`src/rtl/fma_su_pkg.sv`:
```
// Shared types for the fused multiply-add exception stage.
// Assumes IEEE-754 binary interchange layout: sign, exponent, fraction.
package fma_su_pkg;

    typedef enum logic [1:0] {
        K_MADD  = 2'd0,
        K_MSUB  = 2'd1,
        K_NMADD = 2'd2,
        K_NMSUB = 2'd3
    } fma_kind_e;

    typedef struct packed {
        logic sign;
        logic is_zero;
        logic is_inf;
        logic is_nan;
        logic is_snan;
    } fp_class_t;

    typedef struct packed {
        logic snan;
        logic imz;
        logic isi;
    } inv_bits_t;

    function automatic logic kind_is_sub(fma_kind_e k);
        return (k == K_MSUB) || (k == K_NMSUB);
    endfunction

    function automatic logic kind_is_neg(fma_kind_e k);
        return (k == K_NMADD) || (k == K_NMSUB);
    endfunction

endpackage

```
`src/rtl/fp_classify.sv`:
```
// Classifies one floating-point value into zero / infinity / NaN / signalling NaN.
// Assumes: a NaN is signalling when the fraction MSB is clear; denormals are
// neither zero nor special.
module fp_classify
    import fma_su_pkg::*;
#(
    parameter int unsigned FP_W  = 64,
    parameter int unsigned EXP_W = 11
) (
    input  logic [FP_W-1:0] val,
    output fp_class_t       cls
);
    localparam int unsigned FRAC_W = FP_W - 1 - EXP_W;

    logic [EXP_W-1:0]  exp_f;
    logic [FRAC_W-1:0] frac_f;
    logic              exp_ones, exp_zero, frac_zero;

    // Field split and class decision.
    always_comb begin
        exp_f       = val[FP_W-2 -: EXP_W];
        frac_f      = val[FRAC_W-1:0];
        exp_ones    = &exp_f;
        exp_zero    = (exp_f == '0);
        frac_zero   = (frac_f == '0);
        cls.sign    = val[FP_W-1];
        cls.is_zero = exp_zero & frac_zero;
        cls.is_inf  = exp_ones & frac_zero;
        cls.is_nan  = exp_ones & ~frac_zero;
        cls.is_snan = exp_ones & ~frac_zero & ~frac_f[FRAC_W-1];
    end

endmodule

```
`src/rtl/fma_op_decode.sv`:
```
// Decodes an A-form instruction word into a fused multiply-add kind.
// Assumes big-endian field numbering: primary opcode in [31:26], extended
// opcode in [5:1]. Register fields and the record bit are not used here.
module fma_op_decode
    import fma_su_pkg::*;
#(
    parameter logic [5:0] PRIM_DBL = 6'd63,
    parameter logic [5:0] PRIM_SGL = 6'd59,
    parameter logic [4:0] XO_MADD  = 5'd29,
    parameter logic [4:0] XO_MSUB  = 5'd28,
    parameter logic [4:0] XO_NMADD = 5'd31,
    parameter logic [4:0] XO_NMSUB = 5'd30
) (
    input  logic [31:0] insn,
    output logic        legal,
    output logic        single,
    output fma_kind_e   kind
);
    logic [5:0] prim;
    logic [4:0] xo;
    logic       prim_hit, xo_hit;
    logic       unused_fields;

    assign unused_fields = ^{insn[25:6], insn[0]};

    // Primary and extended opcode match.
    always_comb begin
        prim     = insn[31:26];
        xo       = insn[5:1];
        prim_hit = (prim == PRIM_DBL) || (prim == PRIM_SGL);
        single   = (prim == PRIM_SGL);
        xo_hit   = 1'b1;
        kind     = K_MADD;
        unique case (xo)
            XO_MADD:  kind = K_MADD;
            XO_MSUB:  kind = K_MSUB;
            XO_NMADD: kind = K_NMADD;
            XO_NMSUB: kind = K_NMSUB;
            default:  xo_hit = 1'b0;
        endcase
        legal = prim_hit & xo_hit;
    end

endmodule

```
`src/rtl/fma_invalid_detect.sv`:
```
// Finds the invalid-operation cases of a fused multiply-add from operand
// classes only: signalling NaN inputs, zero times infinity, and infinity minus
// infinity using the exact product sign (XOR of A and C signs).
// Assumes: classes come from fp_classify.
module fma_invalid_detect
    import fma_su_pkg::*;
(
    input  fp_class_t cls_a,
    input  fp_class_t cls_c,
    input  fp_class_t cls_b,
    input  fma_kind_e kind,
    output inv_bits_t bits,
    output logic      prod_inf,
    output logic      prod_sign
);
    logic sub_op, sign_match;
    logic unused_b;

    assign unused_b = ^{cls_b.is_zero, cls_b.is_nan};

    // Product class and sign derived from operands, never from a product value.
    always_comb begin
        prod_inf  = (cls_a.is_inf | cls_c.is_inf)
                  & ~cls_a.is_zero & ~cls_c.is_zero
                  & ~cls_a.is_nan  & ~cls_c.is_nan;
        prod_sign = cls_a.sign ^ cls_c.sign;
    end

    // Invalid sub-bits for the multiply step and the add step.
    always_comb begin
        sub_op     = kind_is_sub(kind);
        sign_match = (prod_sign == cls_b.sign);
        bits.snan  = cls_a.is_snan | cls_c.is_snan | cls_b.is_snan;
        bits.imz   = (cls_a.is_inf & cls_c.is_zero) | (cls_a.is_zero & cls_c.is_inf);
        bits.isi   = prod_inf & cls_b.is_inf & (sub_op ? sign_match : ~sign_match);
    end

    // An infinite product rules out zero times infinity in the same operation.
    always_comb begin
        a_r3_isi_excludes_imz: assert (!(bits.isi && bits.imz))
            else $error("isi and imz raised together");
    end

endmodule

```
`src/rtl/fma_sign_apply.sv`:
```
// Applies the final sign flip for negated kinds; a NaN passes unchanged.
// Assumes: raw is the un-negated fused value in the same format as operands.
module fma_sign_apply
    import fma_su_pkg::*;
#(
    parameter int unsigned FP_W  = 64,
    parameter int unsigned EXP_W = 11
) (
    input  logic [FP_W-1:0] raw,
    input  fma_kind_e       kind,
    output logic [FP_W-1:0] res,
    output logic            raw_is_nan
);
    localparam int unsigned FRAC_W = FP_W - 1 - EXP_W;

    // NaN test and conditional sign inversion.
    always_comb begin
        raw_is_nan = (&raw[FP_W-2 -: EXP_W]) && (raw[FRAC_W-1:0] != '0);
        res        = raw;
        if (kind_is_neg(kind) && !raw_is_nan)
            res[FP_W-1] = ~raw[FP_W-1];
    end

endmodule

```
`src/rtl/fma_special_unit.sv`:
```
// Exception and sign stage of the fused multiply-add family.
// Decodes the instruction, classifies A, C, B, detects invalid operations,
// applies the sign of negated forms, registers the result one cycle after a
// legal strobe and keeps sticky exception bits.
// Assumes: fused_raw is valid in the same cycle as op_valid; synchronous
// active-low reset; clr_sticky wins over old sticky contents only.
module fma_special_unit
    import fma_su_pkg::*;
#(
    parameter int unsigned FP_W  = 64,
    parameter int unsigned EXP_W = 11
) (
    input  logic            clk,
    input  logic            rst_n,
    input  logic            op_valid,
    input  logic            clr_sticky,
    input  logic [31:0]     insn_word,
    input  logic [FP_W-1:0] opnd_a,
    input  logic [FP_W-1:0] opnd_c,
    input  logic [FP_W-1:0] opnd_b,
    input  logic [FP_W-1:0] fused_raw,
    output logic [FP_W-1:0] res_q,
    output logic            res_vld,
    output logic            res_single,
    output logic            op_invalid,
    output logic            cur_snan,
    output logic            cur_imz,
    output logic            cur_isi,
    output logic            stk_snan,
    output logic            stk_imz,
    output logic            stk_isi
);
    localparam int unsigned N_OPND = 3;

    logic                       dec_legal, dec_single;
    fma_kind_e                  dec_kind;
    logic [N_OPND-1:0][FP_W-1:0] opnds;
    fp_class_t                  cls [N_OPND];
    inv_bits_t                  inv_now, stk_q, stk_d, cur_q;
    logic                       prod_inf, prod_sign;
    logic [FP_W-1:0]            res_d;
    logic                       raw_nan;
    logic                       upd;

    assign opnds = {opnd_b, opnd_c, opnd_a};
    assign upd   = op_valid & dec_legal;

    fma_op_decode u_dec (
        .insn   (insn_word),
        .legal  (dec_legal),
        .single (dec_single),
        .kind   (dec_kind)
    );

    for (genvar gi = 0; gi < N_OPND; gi++) begin : g_cls
        fp_classify #(.FP_W(FP_W), .EXP_W(EXP_W)) u_cls (
            .val (opnds[gi]),
            .cls (cls[gi])
        );
    end

    fma_invalid_detect u_det (
        .cls_a     (cls[0]),
        .cls_c     (cls[1]),
        .cls_b     (cls[2]),
        .kind      (dec_kind),
        .bits      (inv_now),
        .prod_inf  (prod_inf),
        .prod_sign (prod_sign)
    );

    fma_sign_apply #(.FP_W(FP_W), .EXP_W(EXP_W)) u_sgn (
        .raw        (fused_raw),
        .kind       (dec_kind),
        .res        (res_d),
        .raw_is_nan (raw_nan)
    );

    // Next sticky set: optional clear, then OR in the new operation's bits.
    always_comb begin
        stk_d = clr_sticky ? '0 : stk_q;
        if (upd) stk_d = stk_d | inv_now;
    end

    // Result and per-operation flag registers.
    always_ff @(posedge clk) begin
        if (!rst_n) begin
            res_q      <= '0;
            res_vld    <= 1'b0;
            res_single <= 1'b0;
            op_invalid <= 1'b0;
            cur_q      <= '0;
        end else begin
            res_vld    <= upd;
            op_invalid <= upd & (|inv_now);
            cur_q      <= upd ? inv_now : '0;
            if (upd) begin
                res_q      <= res_d;
                res_single <= dec_single;
            end
        end
    end

    // Sticky exception register.
    always_ff @(posedge clk) begin
        if (!rst_n) stk_q <= '0;
        else        stk_q <= stk_d;
    end

    assign cur_snan = cur_q.snan;
    assign cur_imz  = cur_q.imz;
    assign cur_isi  = cur_q.isi;
    assign stk_snan = stk_q.snan;
    assign stk_imz  = stk_q.imz;
    assign stk_isi  = stk_q.isi;

    // a sticky bit never drops without a clear.
    a_r9_sticky_keeps: assert property (@(posedge clk) disable iff (!rst_n)
        !clr_sticky |=> ((stk_q & $past(stk_q)) == $past(stk_q)));

    // a lone clear empties the sticky set.
    a_r9_clear_empties: assert property (@(posedge clk) disable iff (!rst_n)
        (clr_sticky && !op_valid) |=> (stk_q == '0));

    // an illegal strobe leaves sticky state and result strobe quiet.
    a_r1_illegal_quiet: assert property (@(posedge clk) disable iff (!rst_n)
        (op_valid && !dec_legal && !clr_sticky) |=> ($stable(stk_q) && !res_vld));

    // a NaN fused value reaches the output unchanged.
    a_r7_nan_untouched: assert property (@(posedge clk) disable iff (!rst_n)
        (upd && raw_nan) |=> (res_q == $past(fused_raw)));

    // the summary flag only accompanies a result strobe.
    a_r10_inv_with_vld: assert property (@(posedge clk) disable iff (!rst_n)
        op_invalid |-> res_vld);

    // an add-step invalid needs an infinite product whose sign opposes an infinite B.
    a_r5_add_isi_sign: assert property (@(posedge clk) disable iff (!rst_n)
        (upd && inv_now.isi && !kind_is_sub(dec_kind)) |-> (prod_inf && (prod_sign != opnd_b[FP_W-1])));

endmodule

```
`config.mk`:
```
export PLATFORM = sky130hd
export DESIGN_NAME = fma_special_unit
export DESIGN_NICKNAME = d
export VERILOG_FILES = /design/src/rtl/fma_su_pkg.sv /design/src/rtl/fp_classify.sv /design/src/rtl/fma_op_decode.sv /design/src/rtl/fma_invalid_detect.sv /design/src/rtl/fma_sign_apply.sv /design/src/rtl/fma_special_unit.sv
export SDC_FILE = /design/constraint.sdc
export NUM_CORES = 1
export LEC_CHECK = 0
export BUFFER_PORTS_ARGS = -buffer_cell sky130_fd_sc_hd__buf_2
export CORE_AREA = 5 5 137 139
export DETAILED_ROUTE_END_ITERATION = 10
export DIE_AREA = 0 0 142 144
export PLACE_DENSITY_LB_ADDON = 0.15
export SLEW_MARGIN = 30
export SYNTH_ARGS = -nofsm -noshare
export SYNTH_HDL_FRONTEND = slang
export SYNTH_HIERARCHICAL = 1
export SYNTH_SLANG_ARGS = --single-unit
```
`constraint.sdc`:
```
create_clock -name clk -period 2.35 [get_ports clk]
set_input_delay 0.235 -clock clk [delete_from_list [all_inputs] [get_ports clk]]
set_output_delay 0.235 -clock clk [all_outputs]
set_load 0.05 [all_outputs]
```
[After elaboration in Yosys (flattened, before gate mapping)]
Cells that the tools add are included.
W data, S select, Z words.
Storage, ports and cells
  logic and storage cells: 85
  input bits: 292
  register bits after elaboration: 73
  output and inout port bits: 73
Operators by class
  bitwise operators: 40
  equality and inequality tests: 10
  reduce and logical (&&, ||, !) cells: 19
  muxes and demuxes: 6
Operator list (count)
  $logic_not A52 Y1: 3
  $reduce_bool A52 Y1: 1
  $reduce_and A11 Y1: 4
  $and A1 B1 Y1: 22
  $logic_not A11 Y1: 2
  $eq A5 B5 Y1 const B: 4
  $eq A6 B6 Y1 const B: 2
  $not A1 Y1: 12
  $mux W3: 2
  $pmux W2 S3: 1
  $eq A2 B2 Y1 const B: 2
  $or A1 B1 Y1: 4
  $reduce_or A4 Y1: 1
  $logic_or A1 B1 Y1: 3
  $mux W1: 3
  $or A3 B3 Y3: 1
  $reduce_or A3 Y1: 1
  $eq A2 B1 Y1 const B: 1
  $logic_and A1 B1 Y1: 2
  $reduce_and A2 Y1: 1
  $eq A1 B1 Y1: 1
  $logic_not A1 Y1: 1
  $xor A1 B1 Y1: 1

[Depth between registers and ports, before layout]
Gate-level depths: netlist of the first run.
  depth after elaboration: 11
  mapped depth: 8
  depth with buffers taken out: 8

[Cells and area by module]
Netlist of the first run, hierarchy kept.
By module, submodules not included
  fma_special_unit: cells an instance 315, area an instance 3021.6 um2, times used 1
  fma_sign_apply: cells an instance 94, area an instance 668.1 um2, times used 1
  fp_classify: cells an instance 30, area an instance 211.5 um2, times used 3
  fma_invalid_detect: cells an instance 8, area an instance 68.8 um2, times used 1
  fma_op_decode: cells an instance 8, area an instance 45.0 um2, times used 1

[Worst setup path after synthesis of the first run]
Ideal clock, no wire load.
  path kind: input -> register
  start point: in opnd_c[21]
  end point: reg op_invalid
  setup slack: 0.466 ns
  stages on the path: 8
  setup time: 0.120 ns
  data required time: 2.230 ns
  data arrival time: 1.764 ns
  cell sequence: nor4_2 -> nand4_1 -> nor4_2 -> and4_1 -> nor4_1 -> o21a_1 -> and3_1 -> o31a_1
RTL lines
  start, declared: line fma_special_unit.sv:19  | input logic [FP_W-1:0] opnd_c,
  end signal, assigned: line fma_special_unit.sv:95  | op_invalid <= upd & (|inv_now);
  end, declared: line fma_special_unit.sv:25  | output logic op_invalid,

==> results of run 1 <==
[per-stage QoR]
stage / hold slack [ns] / setup slack [ns] / utilization, %
2_1_floorplan: 0.405 / 0.466 / -
3_3_place_gp: 0.435 / -0.0556 / 32.6
3_5_place_dp: 0.441 / -0.0488 / 32.6
4_1_cts: 0.143 / 0.299 / 34.3
5_1_grt: 0.154 / 0.150 / 34.4
6_report: 0.155 / 0.273 / 34.4
[state kept, by name (all words and copies together) (netlist names)]
register / cells
stk_snan: 1
op_invalid: 1
stk_isi: 1
cur_snan: 1
stk_imz: 1
res_q: 64
res_vld: 1
cur_imz: 1
res_single: 1
cur_isi: 1
[worst paths after layout]
check	start	endpoint	depth (start not counted)
worst max-delay path	opnd_c[46]	op_invalid	9
worst min-delay path	fused_raw[20]	res_q[20]	3
worst max register to register	stk_snan	stk_snan	1
worst min register to register	res_q[58]	res_q[58]	2
[tightest hold or removal path, stage by stage]
cell and delay, ns:
buf_2 0.09, nand4_1 0.08, o21ai_2 0.06
[cells in the final DEF, fill, tap and decap left out, types with 2 or more instances in the layout]
master,count
buf_4,11
and2_1,3
buf_2,342
dfxtp_1,73
o21ai_2,50
diode_2,4
nor2_1,7
xnor2_1,2
nor3_1,6
and4_1,2
nand4_1,86
a32o_1,3
nand3_1,7
inv_6,3
nand2_1,68
buf_12,2
inv_1,3
nor4_1,45
clkbuf_16,9
nor4_2,16
o21ai_1,15
nor2b_1,3
[power groups by stage]
| stage | clock [mW] | combinational [mW] | sequential (mW) |
|---|---|---|---|
| after floorplan | 0 | 0.175 | 1.27 |
| after global placement | 0 | 0.379 | 1.27 |
| after detailed placement | 0 | 0.384 | 1.27 |
| after CTS | 1.48 | 0.386 | 1.24 |
| after global routing | 1.54 | 0.420 | 1.24 |
| final | 1.45 | 0.386 | 1.24 |
[area by class of cell]
class	instances	area (um2)
clock inverters	6	72.6
inverters	3	11.3
clock buffers	10	239
flip-flops and latches	73	1460
diodes	4	10.0
multi-input cells	328	2120
repair buffers	355	1830
well taps	229	287
fillers	1957	11500
[layer usage]
| metal | share of wire (%) | vias up | wire, um |
|---|---|---|---|
| li1 | - | 2377 | - |
| met1 | 42 | 2231 | 8430 |
| met2 | 47 | 236 | 9590 |
| met3 | 9.3 | 24 | 1890 |
| met4 | 1.6 | 6 | 315 |
| met5 | 0.17 | - | 35 |
==> impl_metrics.py, run 1 <==
metrics = {
    "status": {
        "result_of_the_run": "finished, final reports clean",
    },
    "worst_setup_path": {
        "setup.worst_path.class": "input port to flop",
        "cp_top_family": "simple AND/OR/NAND/NOR gates",
        "timing.reg2reg.setup_slack_ns": 1.69,
        "setup.worst_path.start_class": "input port",
        "worstPathBufferInverterCount": 1,
        "crit_chain": "buf_2, nor4_1, nand4_1, nor4_2, and4_1, nor4_1, o21a_1, and3_1, o31a_1",
        "critical-path-max-stage-delay_ns": 0.44,
        "worst_ep_arrival_time_ns": 2.30,
        "most_repeated_library_cell_on_the_critical_path": "nor4_1",
        "setup.worst_path.end_class": "flop",
        "crit_path_max_fanout": 3,
        "critical_path_required_ns": 2.58,
        "critical_path.slowest_cell": "nor4_1",
    },
    "clocking": {
        "cts.path.max_buffers": 2,
        "root_buffer": "clkbuf_16",
        "worst_skew_pair_latency_ns": 0.34,
        "h_tree_depth": 3,
        "cts.sinks": 73,
        "tritoncts": "yes",
        "cts_post_setup_buffers_inserted": 0,
        "clk_transition_reported_paths_ns": 0.07,
        "cts_resized": 0,
        "cts_made_buffers": 9,
        "hold_buffers": 0,
    },
    "final_layout": {
        "final_cells": 1008,
        "fin_nets": 1062,
        "drive_gt1_share_pct": 57.0,
        "final_design_area_no_fill_um2": 6030,
        "areaGrowthSynthToFinish_pct": 37.3,
    },
    "synth": {
        "synth_nets": 799,
        "synthesis.instances": 507,
        "yosys_warnings": 6,
        "synthesis.area_per_instance_um2": 8.66,
        "synth_area_um2": 4390,
    },
    "power": {
        "p_sw_share_pct": 25.3,
        "internal_power_mw": 2.30,
        "report.power.total_mw": 3.07,
        "power.density_nw_per_um2": 509,
        "power.switching_mw": 0.777,
        "power.clock.fraction_pct": 47.1,
        "combPwrFrac_pct": 12.6,
        "power_frac_seq_pct": 40.3,
        "vdd_ir_max_mv": 0.279,
        "cellLeakagePower_nw": 2.70,
    },
    "sta": {
        "post-route-min-period_ns": 2.08,
        "tightestPinTransition_ns": 0.718,
        "fmaxAchievable_ghz": 0.481,
        "timing.clock.skew_ns": 0,
        "report.final.hold_viol_count": 0,
        "slew_headroom_pct": 52.2,
        "rsz0062_at_grt": "false",
        "finalCritPeriodShare_pct": 88.4,
        "final_max_slew_viol_count": 0,
        "report.final.setup_viol": 0,
        "fin_setup_tns_ns": 0,
    },
    "routing": {
        "viasPerCell": 4.84,
        "detailroute.via_count": 4874,
        "ant_nets": 0,
        "route.detailed.drc": 0,
        "first_iter_violations": 202,
        "first_pass_iters": 4,
        "post_drt_wl_per_cell_um": 20.1,
        "routed_wirelength_um": 20300,
    },
    "placed_design": {
        "port-buffer-count": 343,
        "dpl.cell_count": 988,
        "dpl.hpwl_um": 17200,
        "place_congestion": 0.906,
        "placement.cell_area_um2": 5710,
    },
    "global_routing": {
        "largest_net_degree_at_the_start_of_global_routing": 67,
        "antenna_violations_before_repair": 7,
        "via_count_of_the_first_global_routing_pass": 4888,
        "grt_overflow": 0,
        "global_route.usage.met1_pct": 23.8,
        "grt_util_all_layers_pct": 19.1,
        "groute.layer.met2.usage_pct": 31.5,
        "grt_first_pass_wirelength_um": 29400,
        "grt_use_met3_pct": 6.35,
        "grt_busiest_layer": "met2",
    },
    "floorplan": {
        "core_area_um2": 17500,
        "die_y_um": 144,
        "dieWidth_um": 142,
        "fp.dieArea_um2": 20400,
        "initial_utilization_pct": 25.0,
        "core.rowCount": 49,
        "io_pins": 365,
    },
    "run": {
        "drv.max_cap_violation_count": 0,
    },
    "hold_path": {
        "timing.hold.worst.class": "input port to flop",
    },
}
No activity file was read; power rests on OpenSTA's default activity.
==> run 2, diff against run 1 <==
Settings changed: CORE_AREA 5 5 137 139 to 5 5 139 141, DIE_AREA 0 0 142 144 to 0 0 144 146, SYNTH_HIERARCHICAL 1 to unset.
==> run 2 against run 1 <==
Setup slack better by 0.39 ns. Highest routed layer unchanged. Die area rose by 2.8%. Largest power group unchanged. Critical endpoint is now res_q[63]. Global-route usage is 2.7 points lower.
==> impl_metrics.py, run 2 <==
metrics = {
    "synth": {
        "synth-main-ff-cell": "dfxtp_1",
        "synth_largest_area_cell": "dfxtp_1",
        "yosys_warnings": 0,
        "synthesis.area_per_instance_um2": 8.07,
        "yosys-top-cells-area": "dfxtp_1, nand2_1, nor4_1",
        "synth.top_cells.by_count": "nand2_1, dfxtp_1, nor4_1",
        "synth.top_cell.area_share_pct": 43.2,
        "synthesis.instances": 419,
        "synthDistinctLibCells": 32,
        "most_instantiated_library_cell_after_synthesis": "nand2_1",
        "share_of_flip_flops_with_an_asynchronous_set_or_reset_pct": 0,
        "synth_nets": 711,
        "synth-seq-area-share_pct": 43.2,
        "synth_area_um2": 3380,
        "post_synth_edffs": 0,
        "synth-seq-cells": 73,
    },
    "floorplan": {
        "dieWidth_um": 144,
        "io_pins": 365,
        "fp.dieArea_um2": 21000,
        "initial_utilization_pct": 18.9,
        "core_area_um2": 17800,
        "die_y_um": 146,
        "core.rowCount": 49,
    },
    "routing": {
        "post_drt_wl_per_cell_um": 17.9,
        "route.detailed.drc": 0,
        "detailroute.via_count": 4354,
        "first_pass_iters": 4,
        "routed_wirelength_um": 17800,
        "first_iter_violations": 157,
        "ant_nets": 0,
        "viasPerCell": 4.39,
    },
    "global_routing": {
        "global_route.usage.met1_pct": 21.8,
        "largest_net_degree_at_the_start_of_global_routing": 65,
        "antenna_violations_before_repair": 4,
        "grt_use_met3_pct": 5.72,
        "grt_first_pass_wirelength_um": 26000,
        "grt_busiest_layer": "met2",
        "grt_util_all_layers_pct": 16.4,
        "groute.layer.met2.usage_pct": 24.8,
        "via_count_of_the_first_global_routing_pass": 4439,
        "grt_overflow": 0,
    },
    "final_layout": {
        "layout.cells.most_common": "buf_2",
        "highest_count_cells_in_the_layout_ignoring_fill_and_taps": "buf_2, nand2_1, dfxtp_1",
        "registers.top_by_ff_count": "res_q",
        "areaGrowthSynthToFinish_pct": 68.3,
        "fin_nets": 1049,
        "drive_gt1_share_pct": 49.1,
        "largest_register_ffs": 64,
    },
    "power": {
        "cellLeakagePower_nw": 2.59,
        "power.density_nw_per_um2": 542,
        "vdd_ir_max_mv": 0.252,
    },
    "sta": {
        "fmaxAchievable_ghz": 0.594,
        "layout_setup_ws_ns": 0.667,
        "report.final.setup_viol": 0,
        "fin_setup_tns_ns": 0,
        "tightestPinTransition_ns": 0.714,
        "slew_headroom_pct": 52.4,
        "rsz0062_at_grt": "false",
        "post-route-min-period_ns": 1.68,
        "report.final.hold_viol_count": 0,
        "final_max_slew_viol_count": 0,
        "timing.clock.skew_ns": 0,
        "finalCritPeriodShare_pct": 71.6,
    },
    "clocking": {
        "cts_made_buffers": 9,
        "worst_skew_pair_latency_ns": 0.33,
        "cts.sinks": 73,
        "h_tree_depth": 3,
        "cts.path.max_buffers": 2,
        "clk_transition_reported_paths_ns": 0.06,
        "tritoncts": "yes",
        "cts_post_setup_buffers_inserted": 0,
        "root_buffer": "clkbuf_16",
        "cts_resized": 0,
        "hold_buffers": 0,
    },
    "placed_design": {
        "dpl.hpwl_um": 15300,
        "place_congestion": 0.952,
        "post-place-ws_ns": 0.277,
        "port-buffer-count": 343,
    },
    "hold_path": {
        "timing.hold.worst.class": "input port to flop",
    },
    "worst_setup_path": {
        "critical_path_required_ns": 2.62,
        "setup.worst_path.end_class": "flop",
        "worst_ep_arrival_time_ns": 1.95,
        "setup.worst_path.class": "input port to flop",
        "setup.worst_path.start_class": "input port",
        "crit_path_max_fanout": 2,
    },
    "run": {
        "drv.max_cap_violation_count": 0,
    },
    "status": {
        "result_of_the_run": "finished, final reports clean",
    },
}
run 2: kinds of logic after synthesis:
logic type / synth area share, %
AOI/OAI and AO/OA: 16.0
muxes: 0.592
buffers and inverters: 2.96
xor gates and xnor gates: 1.04
DFF: 43.2
and+or+nand+nor: 36.2
run 2: final cells by class:
class / instances / area, um2
fillers: 1979 / 12200
flip-flops and latches: 73 / 1460
well taps: 229 / 287
clock buffers: 12 / 246
repair buffers: 348 / 1780
inverters: 4 / 15.0
diodes: 1 / 2.50
multi-input cells: 321 / 1820
clock inverters: 4 / 76.3
run 2: through the flow:
| stage | hold slack, ns | util (%) | cells | area (um2) | power (mW) |
|---|---|---|---|---|---|
| floorplan | 0.370 | - | 419 | 3380 | 1.34 |
| global placement | 0.432 | 30.1 | 975 | 5360 | 1.62 |
| detailed placement | 0.435 | 30.1 | 975 | 5360 | 1.62 |
| CTS | 0.128 | 31.9 | 991 | 5680 | 3.14 |
| global route | 0.147 | 31.9 | 992 | 5690 | 3.22 |
| finish | 0.142 | 31.9 | 992 | 5690 | 3.08 |
run 2: worst paths after layout:
kind | startpoint | endpoint | slack (ns) | depth (start not counted)
worst min-delay path | fused_raw[41] | res_q[41] | 0.14 | 3
worst max-delay path | fused_raw[20] | res_q[63] | 0.67 | 7
worst min register to register | stk_isi | stk_isi | 0.44 | 2
worst max register to register | res_q[32] | res_q[32] | 1.70 | 2
run 2: routing by layer:
metal	wire, um	vias to the layer above
met2	7960	198
met5	41	-
li1	-	2189
met1	7820	1941
met3	1650	20
met4	300	6
run 2: power breakdown:
group | switching [mW] | internal, mW
sequential | 0.000643 | 1.24
combinational | 0.154 | 0.199
clock | 0.530 | 0.961
run 2: critical path, stage by stage:
cell	delay, ns
buf_2	0.10
nor4_1	0.39
nand4_1	0.23
nor4_1	0.52
o41ai_1	0.18
xor2_1	0.16
a21oi_1	0.14
==> run 3, diff against run 2 <==
Clock period 2.35 ns to 1.67 ns, I/O delays scaled along.
==> run 3 against run 2 <==
Utilization rose by 0.90 points. Die area stayed put. Via count increased by 3.1%. Register-to-register slack lost 0.67 ns. Sequential power increased by 40%. Clock power is 18% higher. First-iteration DRC count is 0.64% lower. Critical path type unchanged. Largest cell class is now non-clock buffers. Sequential cell count unchanged. Sequential share of layout area down 0.71 points. Hold slack worse by 0.059 ns.
==> impl_metrics.py, run 3 (synthesized netlist as in run 2, its figures left out) <==
metrics = {
    "status": {
        "result_of_the_run": "finished, final reports clean",
    },
    "clocking": {
        "clk_transition_reported_paths_ns": 0.06,
        "h_tree_depth": 3,
        "cts.sinks": 73,
        "cts_made_buffers": 9,
        "worst_skew_pair_latency_ns": 0.32,
        "cts_post_setup_buffers_inserted": 0,
        "tritoncts": "yes",
        "cts.path.max_buffers": 2,
        "root_buffer": "clkbuf_16",
    },
    "floorplan": {
        "initial_utilization_pct": 18.9,
        "die_y_um": 146,
        "core_area_um2": 17800,
        "core.rowCount": 49,
        "io_pins": 365,
        "dieWidth_um": 144,
        "fp.dieArea_um2": 21000,
    },
    "placed_design": {
        "place_congestion": 0.944,
        "dpl.hpwl_um": 15300,
        "post-place-ws_ns": -0.203,
        "port-buffer-count": 343,
        "placement.cell_area_um2": 5570,
    },
    "worst_setup_path": {
        "critical_path_required_ns": 1.94,
        "setup.worst_path.class": "input port to flop",
        "cp_top_family": "simple AND/OR/NAND/NOR gates",
        "setup.worst_path.start_class": "input port",
        "critical_path.slowest_cell": "nor4_1",
        "setup.worst_path.end_class": "flop",
        "worst_ep_arrival_time_ns": 1.79,
        "crit_chain": "buf_2, nor4_1, nand4_1, nor4_2, buf_4, buf_4, mux2i_1, nand3_2, nand3_2",
        "worstPathBufferInverterCount": 3,
        "critical-path-max-stage-delay_ns": 0.34,
        "crit_path_max_fanout": 3,
    },
    "sta": {
        "tightestPinTransition_ns": 0.511,
        "post-route-min-period_ns": 1.53,
        "final_max_slew_viol_count": 0,
        "fmaxAchievable_ghz": 0.655,
        "fin_setup_tns_ns": 0,
        "slew_headroom_pct": 65.7,
        "layout_setup_ws_ns": 0.144,
        "finalCritPeriodShare_pct": 91.4,
        "report.final.hold_viol_count": 0,
        "rsz0062_at_grt": "false",
        "report.final.setup_viol": 0,
        "timing.clock.skew_ns": 0,
    },
    "final_layout": {
        "areaGrowthSynthToFinish_pct": 73.0,
        "layout.cells.most_common": "buf_2",
        "final_design_area_no_fill_um2": 5850,
        "fin_nets": 1075,
        "largest_register_ffs": 64,
        "drive_gt1_share_pct": 51.0,
        "registers.top_by_ff_count": "res_q",
        "highest_count_cells_in_the_layout_ignoring_fill_and_taps": "buf_2, nand2_1, dfxtp_1",
    },
    "routing": {
        "post_drt_wl_per_cell_um": 17.6,
        "detailroute.via_count": 4487,
        "first_iter_violations": 156,
        "first_pass_iters": 4,
        "viasPerCell": 4.42,
        "route.detailed.drc": 0,
        "ant_nets": 0,
        "routed_wirelength_um": 17900,
    },
    "power": {
        "p_sw_share_pct": 22.9,
        "power.density_nw_per_um2": 689,
        "internal_power_mw": 3.11,
        "power_frac_seq_pct": 43.3,
        "combPwrFrac_pct": 13.0,
        "cellLeakagePower_nw": 2.71,
        "vdd_ir_max_mv": 0.327,
        "power.switching_mw": 0.921,
        "power.clock.fraction_pct": 43.7,
    },
    "global_routing": {
        "antenna_violations_before_repair": 2,
        "largest_net_degree_at_the_start_of_global_routing": 65,
        "via_count_of_the_first_global_routing_pass": 4592,
        "grt_overflow": 0,
        "grt_first_pass_wirelength_um": 26300,
        "grt_util_all_layers_pct": 16.3,
    },
    "hold_path": {
        "timing.hold.worst.class": "input port to flop",
    },
    "run": {
        "drv.max_cap_violation_count": 0,
    },
}
run 3: cell types whose count changed in the layout (fill, tap and decap cells not counted), moves of 2 or more:
cell	change
buf_4	+25
bufinv_16	-2
clkbuf_1	-2
clkinv_2	+2
run 3: worst paths after layout:
path / start / to / slack (ns) / depth (start not counted)
min: fused_raw[57] / res_q[57] / 0.08 / 3
min reg2reg: stk_isi / stk_isi / 0.44 / 2
max: opnd_a[21] / op_invalid / 0.14 / 9
max reg2reg: res_q[63] / res_q[63] / 1.03 / 2
run 3: power groups by stage:
stage	sequential [mW]	clock, mW	combinational [mW]
global placement	1.78	0	0.526
global route	1.74	1.90	0.575
floorplan	1.79	0	0.0912
detailed placement	1.78	0	0.526
CTS	1.74	1.84	0.528
finish	1.74	1.76	0.524
run 3: worst reg2reg max path, delay by kind of cell (launching register included):
kind	cells	cell delay [ns]
AO/OA/AOI/OAI	2	0.21
flip-flops	1	0.31
run 3: area by class of cell:
cell class	instances	area, um2
Sequential cell	73	1460
Tap cell	229	287
Clock buffer	11	253
Timing Repair Buffer	374	1990
Clock inverter	3	17.5
Antenna cell	1	2.50
Fill cell	1987	12000
Inverter	4	15.0
Multi-Input combinational cell	321	1830
run 3: metal layers:
layer,part of all wire (%),up-vias,global-route usage (%),wire [um]
met3,8.4,15,3.68,1490
met4,1.1,2,3.86,189
met5,0.073,-,0,13
li1,-,2247,-,-
met1,46,2020,22.9,8180
met2,45,203,25.3,8000
run 3: through the flow:
step,utilization (%),hold slack [ns],instances,power (mW)
2_1_floorplan,-,0.302,419,1.88
3_3_place_gp,31.2,0.426,1001,2.31
3_5_place_dp,31.2,0.430,1001,2.31
4_1_cts,32.7,0.0709,1015,4.11
5_1_grt,32.8,0.0697,1015,4.22
6_report,32.8,0.0828,1016,4.03
run 3: repair_timing:
item,4_1_cts,5_1_grt
setup endpoints to repair,0,1
resized for setup,0,1
hold buffers,0,0
